<file path="src/rtl/ipc_pkg.sv">
package ipc_pkg;
    localparam logic [7:0] OFF_SEND = 8'h0C;
    localparam logic [7:0] OFF_RECV = 8'h10;
    localparam logic [7:0] OFF_ENA  = 8'h14;
    localparam logic [7:0] OFF_DIS  = 8'h18;
    localparam logic [7:0] OFF_CLR  = 8'h1C;
    localparam logic [7:0] OFF_CCLR = 8'h38;
    localparam logic [31:0] ID_NONE = 32'hFFFF_FFFF;
endpackage

</file>
<file path="src/rtl/ipc_wr_decode.sv">
// Turns one bus write into per-signal strobe vectors; out-of-range ids give nothing.
module ipc_wr_decode #(
    parameter int NC = 4,
    parameter int NS = 8,
    localparam int NT = NC * NS
) (
    input  logic          wr_en,
    input  logic [7:0]    addr,
    input  logic [31:0]   wdata,
    output logic [NT-1:0] ena_vec,
    output logic [NT-1:0] dis_vec,
    output logic [NT-1:0] clr_vec,
    output logic [NT-1:0] cclr_vec,
    output logic          send_fire
);
    import ipc_pkg::*;

    logic [15:0]   fld_c, fld_s;
    logic          id_ok, cli_ok;
    logic [NT-1:0] hit_vec, cli_vec;

    assign fld_c  = wdata[31:16];
    assign fld_s  = wdata[15:0];
    assign id_ok  = (int'(fld_c) < NC) && (int'(fld_s) < NS);
    assign cli_ok = int'(fld_c) < NC;

    for (genvar c = 0; c < NC; c++) begin : g_cli
        for (genvar s = 0; s < NS; s++) begin : g_sig
            assign hit_vec[c*NS+s] = id_ok && (int'(fld_c) == c) && (int'(fld_s) == s);
            assign cli_vec[c*NS+s] = cli_ok && (int'(fld_c) == c);
        end
    end

    always_comb begin
        ena_vec   = '0;
        dis_vec   = '0;
        clr_vec   = '0;
        cclr_vec  = '0;
        send_fire = 1'b0;
        if (wr_en) begin
            unique case (addr)
                OFF_ENA:  ena_vec   = hit_vec;
                OFF_DIS:  dis_vec   = hit_vec;
                OFF_CLR:  clr_vec   = hit_vec;
                OFF_CCLR: cclr_vec  = cli_vec;
                OFF_SEND: send_fire = id_ok;
                default:  ;
            endcase
        end
    end
endmodule

</file>
<file path="src/rtl/ipc_pick.sv">
// Fixed-priority pick: lowest client, then lowest signal.
module ipc_pick #(
    parameter int NC = 4,
    parameter int NS = 8,
    localparam int NT = NC * NS,
    localparam int IW = (NT > 1) ? $clog2(NT) : 1
) (
    input  logic [NT-1:0] act,
    output logic          found,
    output logic [IW-1:0] pick_idx,
    output logic [31:0]   pick_id
);
    always_comb begin
        found    = 1'b0;
        pick_idx = '0;
        pick_id  = '0;
        for (int c = NC - 1; c >= 0; c--) begin
            for (int s = NS - 1; s >= 0; s--) begin
                if (act[c*NS+s]) begin
                    found    = 1'b1;
                    pick_idx = IW'(c * NS + s);
                    pick_id  = {16'(c), 16'(s)};
                end
            end
        end
    end
endmodule

</file>
<file path="src/rtl/ipc_doorbell_ctrl.sv">
module ipc_doorbell_ctrl #(
    parameter int NC = 4,
    parameter int NS = 8
) (
    input  logic        clk,
    input  logic        rst_n,
    input  logic        bus_sel,
    input  logic        bus_we,
    input  logic [7:0]  bus_addr,
    input  logic [31:0] bus_wdata,
    output logic [31:0] bus_rdata,
    input  logic        rx_valid,
    input  logic [15:0] rx_client,
    input  logic [15:0] rx_signal,
    output logic        tx_valid,
    output logic [15:0] tx_client,
    output logic [15:0] tx_signal,
    output logic        irq
);
    import ipc_pkg::*;

    localparam int NT = NC * NS;
    localparam int IW = (NT > 1) ? $clog2(NT) : 1;

    typedef struct packed {
        logic [NT-1:0] pend;
        logic [NT-1:0] ena;
        logic [31:0]   rdata;
        logic          tx_v;
        logic [15:0]   tx_c;
        logic [15:0]   tx_s;
    } st_t;

    st_t st_d, st_q;

    logic [NT-1:0] ena_vec, dis_vec, clr_vec, cclr_vec, rx_vec, act;
    logic          send_fire, pick_found, rd_recv;
    logic [IW-1:0] pick_idx;
    logic [31:0]   pick_id;

    ipc_wr_decode #(.NC(NC), .NS(NS)) u_dec (
        .wr_en    (bus_sel && bus_we),
        .addr     (bus_addr),
        .wdata    (bus_wdata),
        .ena_vec  (ena_vec),
        .dis_vec  (dis_vec),
        .clr_vec  (clr_vec),
        .cclr_vec (cclr_vec),
        .send_fire(send_fire)
    );

    for (genvar c = 0; c < NC; c++) begin : g_rc
        for (genvar s = 0; s < NS; s++) begin : g_rs
            assign rx_vec[c*NS+s] = rx_valid && (int'(rx_client) == c) && (int'(rx_signal) == s);
        end
    end

    assign act = st_q.pend & st_q.ena;

    ipc_pick #(.NC(NC), .NS(NS)) u_pick (
        .act     (act),
        .found   (pick_found),
        .pick_idx(pick_idx),
        .pick_id (pick_id)
    );

    assign rd_recv = bus_sel && !bus_we && (bus_addr == OFF_RECV);

    always_comb begin
        st_d      = st_q;
        // incoming doorbell applied after clears so the set wins
        st_d.pend = (st_q.pend & ~clr_vec & ~cclr_vec) | rx_vec;
        st_d.ena  = (st_q.ena | ena_vec) & ~dis_vec;
        st_d.tx_v = send_fire;
        if (send_fire) begin
            st_d.tx_c = bus_wdata[31:16];
            st_d.tx_s = bus_wdata[15:0];
        end
        if (bus_sel && !bus_we) begin
            st_d.rdata = rd_recv ? (pick_found ? pick_id : ID_NONE) : '0;
        end
    end

    always_ff @(posedge clk or negedge rst_n) begin
        if (!rst_n) st_q <= '0;
        else        st_q <= st_d;
    end

    assign bus_rdata = st_q.rdata;
    assign tx_valid  = st_q.tx_v;
    assign tx_client = st_q.tx_c;
    assign tx_signal = st_q.tx_s;
    assign irq       = |act;


    send_pulse_chk: assert property (@(posedge clk) disable iff (!rst_n)
        send_fire |=> (tx_valid && tx_client == $past(bus_wdata[31:16])
                       && tx_signal == $past(bus_wdata[15:0])));

    tx_single_chk: assert property (@(posedge clk) disable iff (!rst_n)
        !send_fire |=> !tx_valid);

    rx_set_chk: assert property (@(posedge clk) disable iff (!rst_n)
        (rx_vec != '0) |=> ((st_q.pend & $past(rx_vec)) == $past(rx_vec)));

    clear_done_chk: assert property (@(posedge clk) disable iff (!rst_n)
        (clr_vec != '0 && rx_vec == '0) |=> ((st_q.pend & $past(clr_vec)) == '0));

    recv_empty_chk: assert property (@(posedge clk) disable iff (!rst_n)
        (rd_recv && act == '0) |=> (bus_rdata == ID_NONE));

    pick_valid_chk: assert property (@(posedge clk) disable iff (!rst_n)
        pick_found |-> act[pick_idx]);
endmodule

</file>
<file path="config.mk">
export PLATFORM = sky130hd
export DESIGN_NAME = ipc_doorbell_ctrl
export DESIGN_NICKNAME = d
export VERILOG_FILES = /design/src/rtl/ipc_pkg.sv /design/src/rtl/ipc_wr_decode.sv /design/src/rtl/ipc_pick.sv /design/src/rtl/ipc_doorbell_ctrl.sv
export SDC_FILE = /design/constraint.sdc
export NUM_CORES = 1
export LEC_CHECK = 0
export CAP_MARGIN = 5
export CELL_PAD_IN_SITES_DETAIL_PLACEMENT = 0
export CELL_PAD_IN_SITES_GLOBAL_PLACEMENT = 1
export CORE_MARGIN = 8
export CORE_UTILIZATION = 44
export CTS_CLUSTER_SIZE = 10
export DETAILED_ROUTE_END_ITERATION = 6
export DONT_BUFFER_PORTS = 1
export HOLD_SLACK_MARGIN = 0.03
export PLACE_DENSITY_LB_ADDON = 0.1
export SYNTH_ARGS = -nofsm -noshare
export SYNTH_HDL_FRONTEND = slang
export SYNTH_HIERARCHICAL = 1
export SYNTH_SLANG_ARGS = --single-unit
</file>
<file path="constraint.sdc">
create_clock -name clk -period 3.4 [get_ports clk]
set_input_delay 0.68 -clock clk [delete_from_list [all_inputs] [get_ports clk]]
set_output_delay 0.68 -clock clk [all_outputs]
set_load 0.05 [all_outputs]
</file>
==> tab_implementation.tex, run 1 <==
\begin{tabular}{lr}
\hline
Metric & Value \\
\hline
\multicolumn{2}{l}{\textbf{Route}} \\
\quad Iteration-0 DRC Markers & between 400 and 500 \\
\quad Number of nets with antenna violations after detailed routing & 0 \\
\quad DRC errors left & 1 \\
\quad Via/cell ratio & 5.83 \\
\quad Total wirelength of the detailed-routed design & between 20000 and 25000 um \\
\quad WL/cell & 21.0 um \\
\quad Overall via count from detail\_route & $\sim$6000 \\
\quad Iteration count of the initial detailed-routing pass & 7 \\
\multicolumn{2}{l}{\textbf{Setup path}} \\
\quad Worst setup SP type & register \\
\quad Reg2Reg Depth & 8 \\
\quad Master of the slowest instance on the critical path & sky130\_fd\_sc\_hd\_\_or4\_4 \\
\quad CP endpoint & irq \\
\quad Type of the setup path with the least slack & reg2out \\
\quad Required time worst endpoint & 2720 ps \\
\quad Top cell by count, worst path & sky130\_fd\_sc\_hd\_\_or4\_1 \\
\quad Critical R2R Capture & bus\_rdata[2]\$\_DFFE\_PN0P\_ \\
\quad Crit. End Element & output port \\
\quad Sequence of cells on the critical path & and2\_1, or4\_1, or4\_1, or4\_4 \\
\quad Endpoint arrival time on the critical path & 2600 ps \\
\quad Setup slack, reg-to-reg & approximately 1100 ps \\
\quad Crit-path max cell delay & 620 ps \\
\quad Origin of the critical flop-to-flop path & st\_q[121]\$\_DFF\_PN0\_ \\
\quad Maximum fanout along the worst path & 4 \\
\quad Worst setup path startpoint & st\_q[122]\$\_DFF\_PN0\_ \\
\multicolumn{2}{l}{\textbf{Floorplanning}} \\
\quad Die outline area & between 20000 and 25000 sq um \\
\quad Chip Width & around 150 um \\
\quad Starting Density & 0.449 \\
\quad Core area & 17300 sq um \\
\quad Die Height & around 150 um \\
\quad Cell Rows & 48 \\
\quad Top-level I/O count & 143 \\
\multicolumn{2}{l}{\textbf{STA}} \\
\quad Tightest slew margin relative to the limit & 0.360 \\
\quad Maximum clock frequency & just over 0.3 GHz \\
\quad Actual slew at the worst max-slew pin & 960 ps \\
\quad Setup repair after global routing missed its margin & no \\
\quad Max-slew violations & 0 \\
\quad Final setup viols & 0 \\
\quad Post-layout minimum cycle time & approximately 3300 ps \\
\quad Hold slack & -41.5 ps \\
\quad Accumulated negative setup slack & 0 ps \\
\quad Hold violation total from the final report & roughly 130 \\
\quad Setup Skew & around 7.2 ps \\
\quad Fraction of the cycle the final worst path needs & 0.964 \\
\multicolumn{2}{l}{\textbf{Global route}} \\
\quad Via count of the first global-routing pass & 5613 \\
\quad Largest net degree at the start of global routing & 130 \\
\quad Number of antenna violations at the first check in global routing & 0 \\
\quad Aggregate global-route resource usage & 0.192 \\
\quad Aggregate global routing overflow & 0 \\
\quad First-pass GRT wire length & between 30000 and 40000 um \\
\multicolumn{2}{l}{\textbf{Clocking}} \\
\quad Clock transition at path regs & roughly 60 ps \\
\quad H-tree levels & 4 \\
\quad Buffer depth of the longest clock path & 2 \\
\quad CTS Buf Count & 17 \\
\quad Clk sinks & 129 \\
\quad TritonCTS clock tree & done \\
\quad Root Buffer Master & sky130\_fd\_sc\_hd\_\_clkbuf\_16 \\
\quad Skew-Pair Late Insertion Delay & roughly 420 ps \\
\multicolumn{2}{l}{\textbf{Hold path}} \\
\quad Worst hold-check path type & in2async \\
\multicolumn{2}{l}{\textbf{Power and ir drop}} \\
\quad Int Power & 2.80 mW \\
\quad Peak ir drop on the vdd network & 0.346 mV \\
\quad Leak & between 3 and 4 nW \\
\quad Fraction of power spent switching nets & 0.210 \\
\quad Gate power share & 0.013 \\
\quad Final Power & $\sim$3.5 mW \\
\quad Switch Pwr & 0.745 mW \\
\quad Power share of the clock group & 0.551 \\
\quad Part of the total power dissipated in sequential elements & 0.435 \\
\quad Areal power density over the cells & between 400 and 500 nW/um\^{}2 \\
\multicolumn{2}{l}{\textbf{Place}} \\
\quad Gp weighted congestion & 0.914 \\
\quad Port bufs & 0 \\
\quad Half-perimeter wire length after detailed placement & $\sim$15000 um \\
\multicolumn{2}{l}{\textbf{Synth}} \\
\quad Mapped cell area & 7760 sq um \\
\quad Synthesized area per cell & between 8 and 9 sq um \\
\quad Number of cells produced by synthesis & 886 \\
\quad Count of yosys warnings during synthesis & 6 \\
\multicolumn{2}{l}{\textbf{Status}} \\
\quad Violated checks & DRC, hold timing \\
\quad Status & finished, violations left \\
\multicolumn{2}{l}{\textbf{Final layout}} \\
\quad Area of the multi-input gates & 3570 sq um \\
\quad Filler Cells Inserted & about 1700 \\
\quad Number of inserted diodes & 0 \\
\quad Sequential standard cell area & between 3000 and 4000 sq um \\
\quad Layout overhead on the synthesized area & 1.74\% \\
\quad Fraction of final layout cells sized beyond drive strength 1 & 0.130 \\
\quad Count of nets after finishing & between 800 and 900 \\
\multicolumn{2}{l}{\textbf{Flow run}} \\
\quad Total of max-cap violations & 0 \\
\hline
\end{tabular}
## critical path: cells and delay by family (launching register included)
kind	cells	cell delay, ps
flip-flops	1	370
AND/OR/NAND/NOR	4	1790
## flip-flops by register name, indices dropped and copies added, names as in the netlist
name       cells
tx_client     16
tx_valid       1
tx_signal     16
bus_rdata     32
st_q          64
## routing by layer
metal	up-vias	GRT usage	wire length, um
li1	2824	-	-
met3	22	0.0476	1340
met5	-	0	0
met2	200	0.312	10600
met1	2938	0.247	9270
met4	0	0.0606	339
## cell type report
cell class | count | share of cell area
clock buffers | 19 | 0.0561
multi-input cells | 614 | 0.453
repair buffers | 21 | 0.0200
clock inverters | 12 | 0.0233
well taps | 225 | 0.0357
flip-flops and latches | 129 | 0.409
inverters | 7 | 0.00333
## placed cells by master (no fill, tap or decap), types with 3 or more instances in the layout
cell,count
sky130_fd_sc_hd__clkbuf_16,17
sky130_fd_sc_hd__nand4b_1,20
sky130_fd_sc_hd__nor2b_1,34
sky130_fd_sc_hd__nand3b_1,3
sky130_fd_sc_hd__nor3_1,10
sky130_fd_sc_hd__nor4_1,110
sky130_fd_sc_hd__buf_4,21
sky130_fd_sc_hd__nand3_1,6
sky130_fd_sc_hd__or4_1,12
sky130_fd_sc_hd__nor3b_1,4
sky130_fd_sc_hd__nor2_1,116
sky130_fd_sc_hd__nand2_1,76
sky130_fd_sc_hd__o21ai_0,67
sky130_fd_sc_hd__nor4b_2,3
sky130_fd_sc_hd__nor4b_1,4
sky130_fd_sc_hd__clkinvlp_4,5
sky130_fd_sc_hd__dfrtp_1,129
sky130_fd_sc_hd__nand4_1,17
sky130_fd_sc_hd__conb_1,27
sky130_fd_sc_hd__bufinv_16,4
sky130_fd_sc_hd__inv_1,7
sky130_fd_sc_hd__mux2_2,32
sky130_fd_sc_hd__or2_2,4
sky130_fd_sc_hd__and2_1,33
sky130_fd_sc_hd__a21oi_1,7
## stage by stage
step | area, sq um | util | setup slack [ps] | std cells | hold slack [ps]
2_1_floorplan | 7860 | - | 536 | 912 | 384
3_3_place_gp | 7260 | 0.420 | 424 | 996 | 388
3_5_place_dp | 7260 | 0.420 | 416 | 996 | 388
4_1_cts | 7890 | 0.456 | 113 | 1027 | -55.5
5_1_grt | 7890 | 0.456 | 31.9 | 1027 | -63.2
6_report | 7890 | 0.456 | 123 | 1027 | -41.5
## timing repair
item / CTS / global route
endpoints found under the setup margin: 1 / 0
setup buffers: 0 / 0
hold endpoints to repair: 129 / 129
resized for setup: 1 / 0
## how the worst min path moves through the flow
stage                     start                   endpoint  slack [ps]
after CTS                 rst_n   bus_rdata[6]$_DFFE_PN0P_         -60
after global placement    rst_n   bus_rdata[6]$_DFFE_PN0P_         390
after global routing      rst_n  bus_rdata[30]$_DFFE_PN0P_         -60
final                     rst_n   bus_rdata[6]$_DFFE_PN0P_         -40
after detailed placement  rst_n   bus_rdata[6]$_DFFE_PN0P_         390
after floorplan           rst_n   bus_rdata[0]$_DFFE_PN0P_         380
## power by group through the flow
stage / Combinational [mW] / Clock, mW / Sequential [mW]
global route: 0.0527 / 2.05 / 1.54
CTS: 0.0472 / 1.99 / 1.54
detailed placement: 0.0470 / 0 / 1.57
floorplan: 0.0680 / 0 / 1.57
finish: 0.0478 / 1.96 / 1.54
global placement: 0.0465 / 0 / 1.57
Power figures use the tool's default switching activity.
==> run 2, diff against run 1 <==
--- a/config.mk
+++ b/config.mk
@@ -15,6 +15,7 @@
 export DONT_BUFFER_PORTS = 1
 export HOLD_SLACK_MARGIN = 0.03
 export PLACE_DENSITY_LB_ADDON = 0.1
+export SLEW_MARGIN = 5
 export SYNTH_ARGS = -nofsm -noshare
 export SYNTH_HDL_FRONTEND = slang
 export SYNTH_HIERARCHICAL = 1
==> results of run 2 <==
Final layout, timing and power as in run 1 (identical DEF).
==> run 3, diff against run 2 <==
--- a/config.mk
+++ b/config.mk
@@ -10,6 +10,7 @@
 export CELL_PAD_IN_SITES_GLOBAL_PLACEMENT = 1
 export CORE_MARGIN = 8
 export CORE_UTILIZATION = 44
+export CTS_BUF_LIST = sky130_fd_sc_hd__clkbuf_4 sky130_fd_sc_hd__clkbuf_8 sky130_fd_sc_hd__clkbuf_16
 export CTS_CLUSTER_SIZE = 10
 export DETAILED_ROUTE_END_ITERATION = 6
 export DONT_BUFFER_PORTS = 1
==> run 3 against run 2 <==
Compared with the run above:
- critical path type unchanged
- final cell count is the same
- clock power is essentially flat
- critical path depth is the same
- the run still ends with DRC, hold timing left
- clock skew grew 0.91 ps
- global-route usage is the same
- critical endpoint unchanged
- count of clock-buffer cells in the layout is the same
- worst hold slack is essentially flat
==> tab_implementation.tex, run 3 (synthesis gave the netlist of run 1 again) <==
\begin{tabular}{lr}
\hline
Metric & Value \\
\hline
\multicolumn{2}{l}{\textbf{Route}} \\
\quad Via/cell ratio & $\sim$5.8 \\
\quad Total wirelength of the detailed-routed design & $\sim$22000 um \\
\quad Overall via count from detail\_route & approximately 6000 \\
\quad Number of nets with antenna violations after detailed routing & 0 \\
\quad DRC errors left & 1 \\
\quad Iteration-0 DRC Markers & 481 \\
\quad Iteration count of the initial detailed-routing pass & 7 \\
\quad WL/cell & around 21 um \\
\multicolumn{2}{l}{\textbf{Clocking}} \\
\quad Root Buffer Master & sky130\_fd\_sc\_hd\_\_clkbuf\_16 \\
\quad CTS Buf Count & 17 \\
\quad H-tree levels & 4 \\
\quad Skew-Pair Late Insertion Delay & around 420 ps \\
\quad TritonCTS clock tree & done \\
\quad Clock transition at path regs & roughly 60 ps \\
\quad Buffer depth of the longest clock path & 2 \\
\quad Clk sinks & $\sim$130 \\
\multicolumn{2}{l}{\textbf{Global route}} \\
\quad Fraction of met1 tracks used by global routing & 0.247 \\
\quad Via count of the first global-routing pass & between 5000 and 6000 \\
\quad Largest net degree at the start of global routing & 130 \\
\quad Top Usage Layer GRT & met2 \\
\quad First-pass GRT wire length & $\sim$33000 um \\
\quad Number of antenna violations at the first check in global routing & 0 \\
\quad Global-route met3 utilization & 0.0476 \\
\quad Aggregate global-route resource usage & 0.192 \\
\quad Aggregate global routing overflow & 0 \\
\quad Met2 GRT Util & 0.312 \\
\multicolumn{2}{l}{\textbf{Setup path}} \\
\quad CP delay by family, top & simple AND/OR/NAND/NOR gates \\
\quad Critical R2R Capture & bus\_rdata[2]\$\_DFFE\_PN0P\_ \\
\quad Worst setup SP type & register \\
\quad Endpoint arrival time on the critical path & 2600 ps \\
\quad Type of the setup path with the least slack & reg2out \\
\quad Crit. End Element & output port \\
\quad Origin of the critical flop-to-flop path & st\_q[121]\$\_DFF\_PN0\_ \\
\quad Required time worst endpoint & between 2000 and 3000 ps \\
\quad Reg2Reg Depth & 8 \\
\quad Master of the slowest instance on the critical path & sky130\_fd\_sc\_hd\_\_or4\_4 \\
\quad WP buf/inv & 0 \\
\quad Setup slack, reg-to-reg & 1130 ps \\
\quad Top cell by count, worst path & sky130\_fd\_sc\_hd\_\_or4\_1 \\
\quad Maximum fanout along the worst path & 4 \\
\quad Crit-path max cell delay & between 600 and 700 ps \\
\quad Sequence of cells on the critical path & and2\_1, or4\_1, or4\_1, or4\_4 \\
\multicolumn{2}{l}{\textbf{STA}} \\
\quad Max-slew violations & 0 \\
\quad Maximum clock frequency & $\sim$0.3 GHz \\
\quad Setup repair after global routing missed its margin & no \\
\quad Fraction of the cycle the final worst path needs & 0.964 \\
\quad Hold slack & -41.5 ps \\
\quad Actual slew at the worst max-slew pin & 958 ps \\
\quad Accumulated negative setup slack & 0 ps \\
\quad Tightest slew margin relative to the limit & 0.361 \\
\quad Hold violation total from the final report & about 130 \\
\quad Final setup viols & 0 \\
\quad Post-layout minimum cycle time & around 3300 ps \\
\quad Setup Skew & slightly above 8 ps \\
\multicolumn{2}{l}{\textbf{Status}} \\
\quad Violated checks & DRC, hold timing \\
\quad Status & finished, violations left \\
\multicolumn{2}{l}{\textbf{Final layout}} \\
\quad Number of inserted diodes & 0 \\
\quad Top library cells by usage in the layout, fill and taps aside & 129 x sky130\_fd\_sc\_hd\_\_dfrtp\_1, 116 x sky130\_fd\_sc\_hd\_\_nor2\_1, 110 x sky130\_fd\_sc\_hd\_\_nor4\_1, 76 x sky130\_fd\_sc\_hd\_\_nand2\_1, 67 x sky130\_fd\_sc\_hd\_\_o21ai\_0 \\
\quad Sequential standard cell area & 3230 sq um \\
\quad Most common cell after layout, fill and taps aside & sky130\_fd\_sc\_hd\_\_dfrtp\_1 \\
\quad Layout overhead on the synthesized area & 1.79\% \\
\quad Filler Cells Inserted & approximately 1700 \\
\quad Area of the multi-input gates & around 3600 sq um \\
\quad Fraction of final layout cells sized beyond drive strength 1 & 0.131 \\
\quad Count of nets after finishing & 867 \\
\quad Most flops, register & st\_q \\
\quad Largest register FFs & 64 \\
\multicolumn{2}{l}{\textbf{Floorplanning}} \\
\quad Top-level I/O count & 143 \\
\quad Die Height & about 150 um \\
\quad Chip Width & approximately 150 um \\
\quad Die outline area & between 20000 and 25000 sq um \\
\quad Core area & between 15000 and 20000 sq um \\
\quad Starting Density & 0.449 \\
\quad Cell Rows & 48 \\
\multicolumn{2}{l}{\textbf{Hold path}} \\
\quad Worst hold-check path type & in2async \\
\multicolumn{2}{l}{\textbf{Place}} \\
\quad Gp weighted congestion & roughly 0.91 \\
\quad Half-perimeter wire length after detailed placement & between 15000 and 20000 um \\
\quad Port bufs & 0 \\
\multicolumn{2}{l}{\textbf{Power and ir drop}} \\
\quad Peak ir drop on the vdd network & between 0.3 and 0.4 mV \\
\quad Leak & about 3.3 nW \\
\quad Areal power density over the cells & roughly 450 nW/um\^{}2 \\
\multicolumn{2}{l}{\textbf{Flow run}} \\
\quad Total of max-cap violations & 0 \\
\hline
\end{tabular}
-- run 3: cell counts in the layout (fill, tap and decap cells not counted) --
No cell type changed its count.
-- run 3: metal layers --
metal,vias up,share of wire
met3,22,0.064
met1,2945,0.43
met2,202,0.49
li1,2822,-
met5,-,0
met4,0,0.016
-- run 3: stage by stage --
step / worst slack, ps / area (sq um) / util / std cells / power [mW]
2_1_floorplan: 536 / 7860 / - / 912 / 1.63
3_3_place_gp: 424 / 7260 / 0.420 / 996 / 1.62
3_5_place_dp: 416 / 7260 / 0.420 / 996 / 1.62
4_1_cts: 113 / 7900 / 0.457 / 1027 / 3.59
5_1_grt: 31.9 / 7900 / 0.457 / 1027 / 3.66
6_report: 123 / 7900 / 0.457 / 1027 / 3.56
-- run 3: repair_timing --
action / CTS / global route
endpoints found under the setup margin: 1 / 0
endpoints found under the hold margin: 129 / 129
resized for setup: 1 / 0
buffers inserted: 0 / 0
-- run 3: where the power goes --
part           switching [mW]  total [mW]  leakage [nW]  internal [mW]
clock network           0.711        1.96         0.291           1.25
logic                  0.0281      0.0477          1.19         0.0197
registers             0.00755        1.54          1.80           1.54
total                   0.747        3.56          3.29           2.81
-- run 3: worst register-to-register path, stage by stage, from the launching register on --
cell and delay, ps:
sky130_fd_sc_hd__dfrtp_1 370, sky130_fd_sc_hd__and2_1 200, sky130_fd_sc_hd__nor4_1 410, sky130_fd_sc_hd__nand3_1 250, sky130_fd_sc_hd__nor3_1 300, sky130_fd_sc_hd__nand3b_1 100, sky130_fd_sc_hd__buf_4 220, sky130_fd_sc_hd__nor2b_1 170
sky130_fd_sc_hd__o21ai_0 150
-- run 3: layout make-up --
| cell class | count | share of cell area |
|---|---|---|
| well taps | 225 | 0.0356 |
| inverters | 7 | 0.00333 |
| clock buffers | 19 | 0.0566 |
| clock inverters | 12 | 0.0233 |
| flip-flops and latches | 129 | 0.409 |
| repair buffers | 21 | 0.0200 |
| multi-input cells | 614 | 0.452 |
-- run 3: worst max path at each step --
stage / startpoint / end / slack, ps / depth (start not counted)
2_1_floorplan: st_q[123]$_DFF_PN0_ / irq / 540 / 4
3_3_place_gp: st_q[122]$_DFF_PN0_ / irq / 420 / 4
3_5_place_dp: st_q[122]$_DFF_PN0_ / irq / 420 / 4
4_1_cts: st_q[123]$_DFF_PN0_ / irq / 110 / 4
5_1_grt: st_q[122]$_DFF_PN0_ / irq / 30 / 4
6_report: st_q[122]$_DFF_PN0_ / irq / 120 / 4
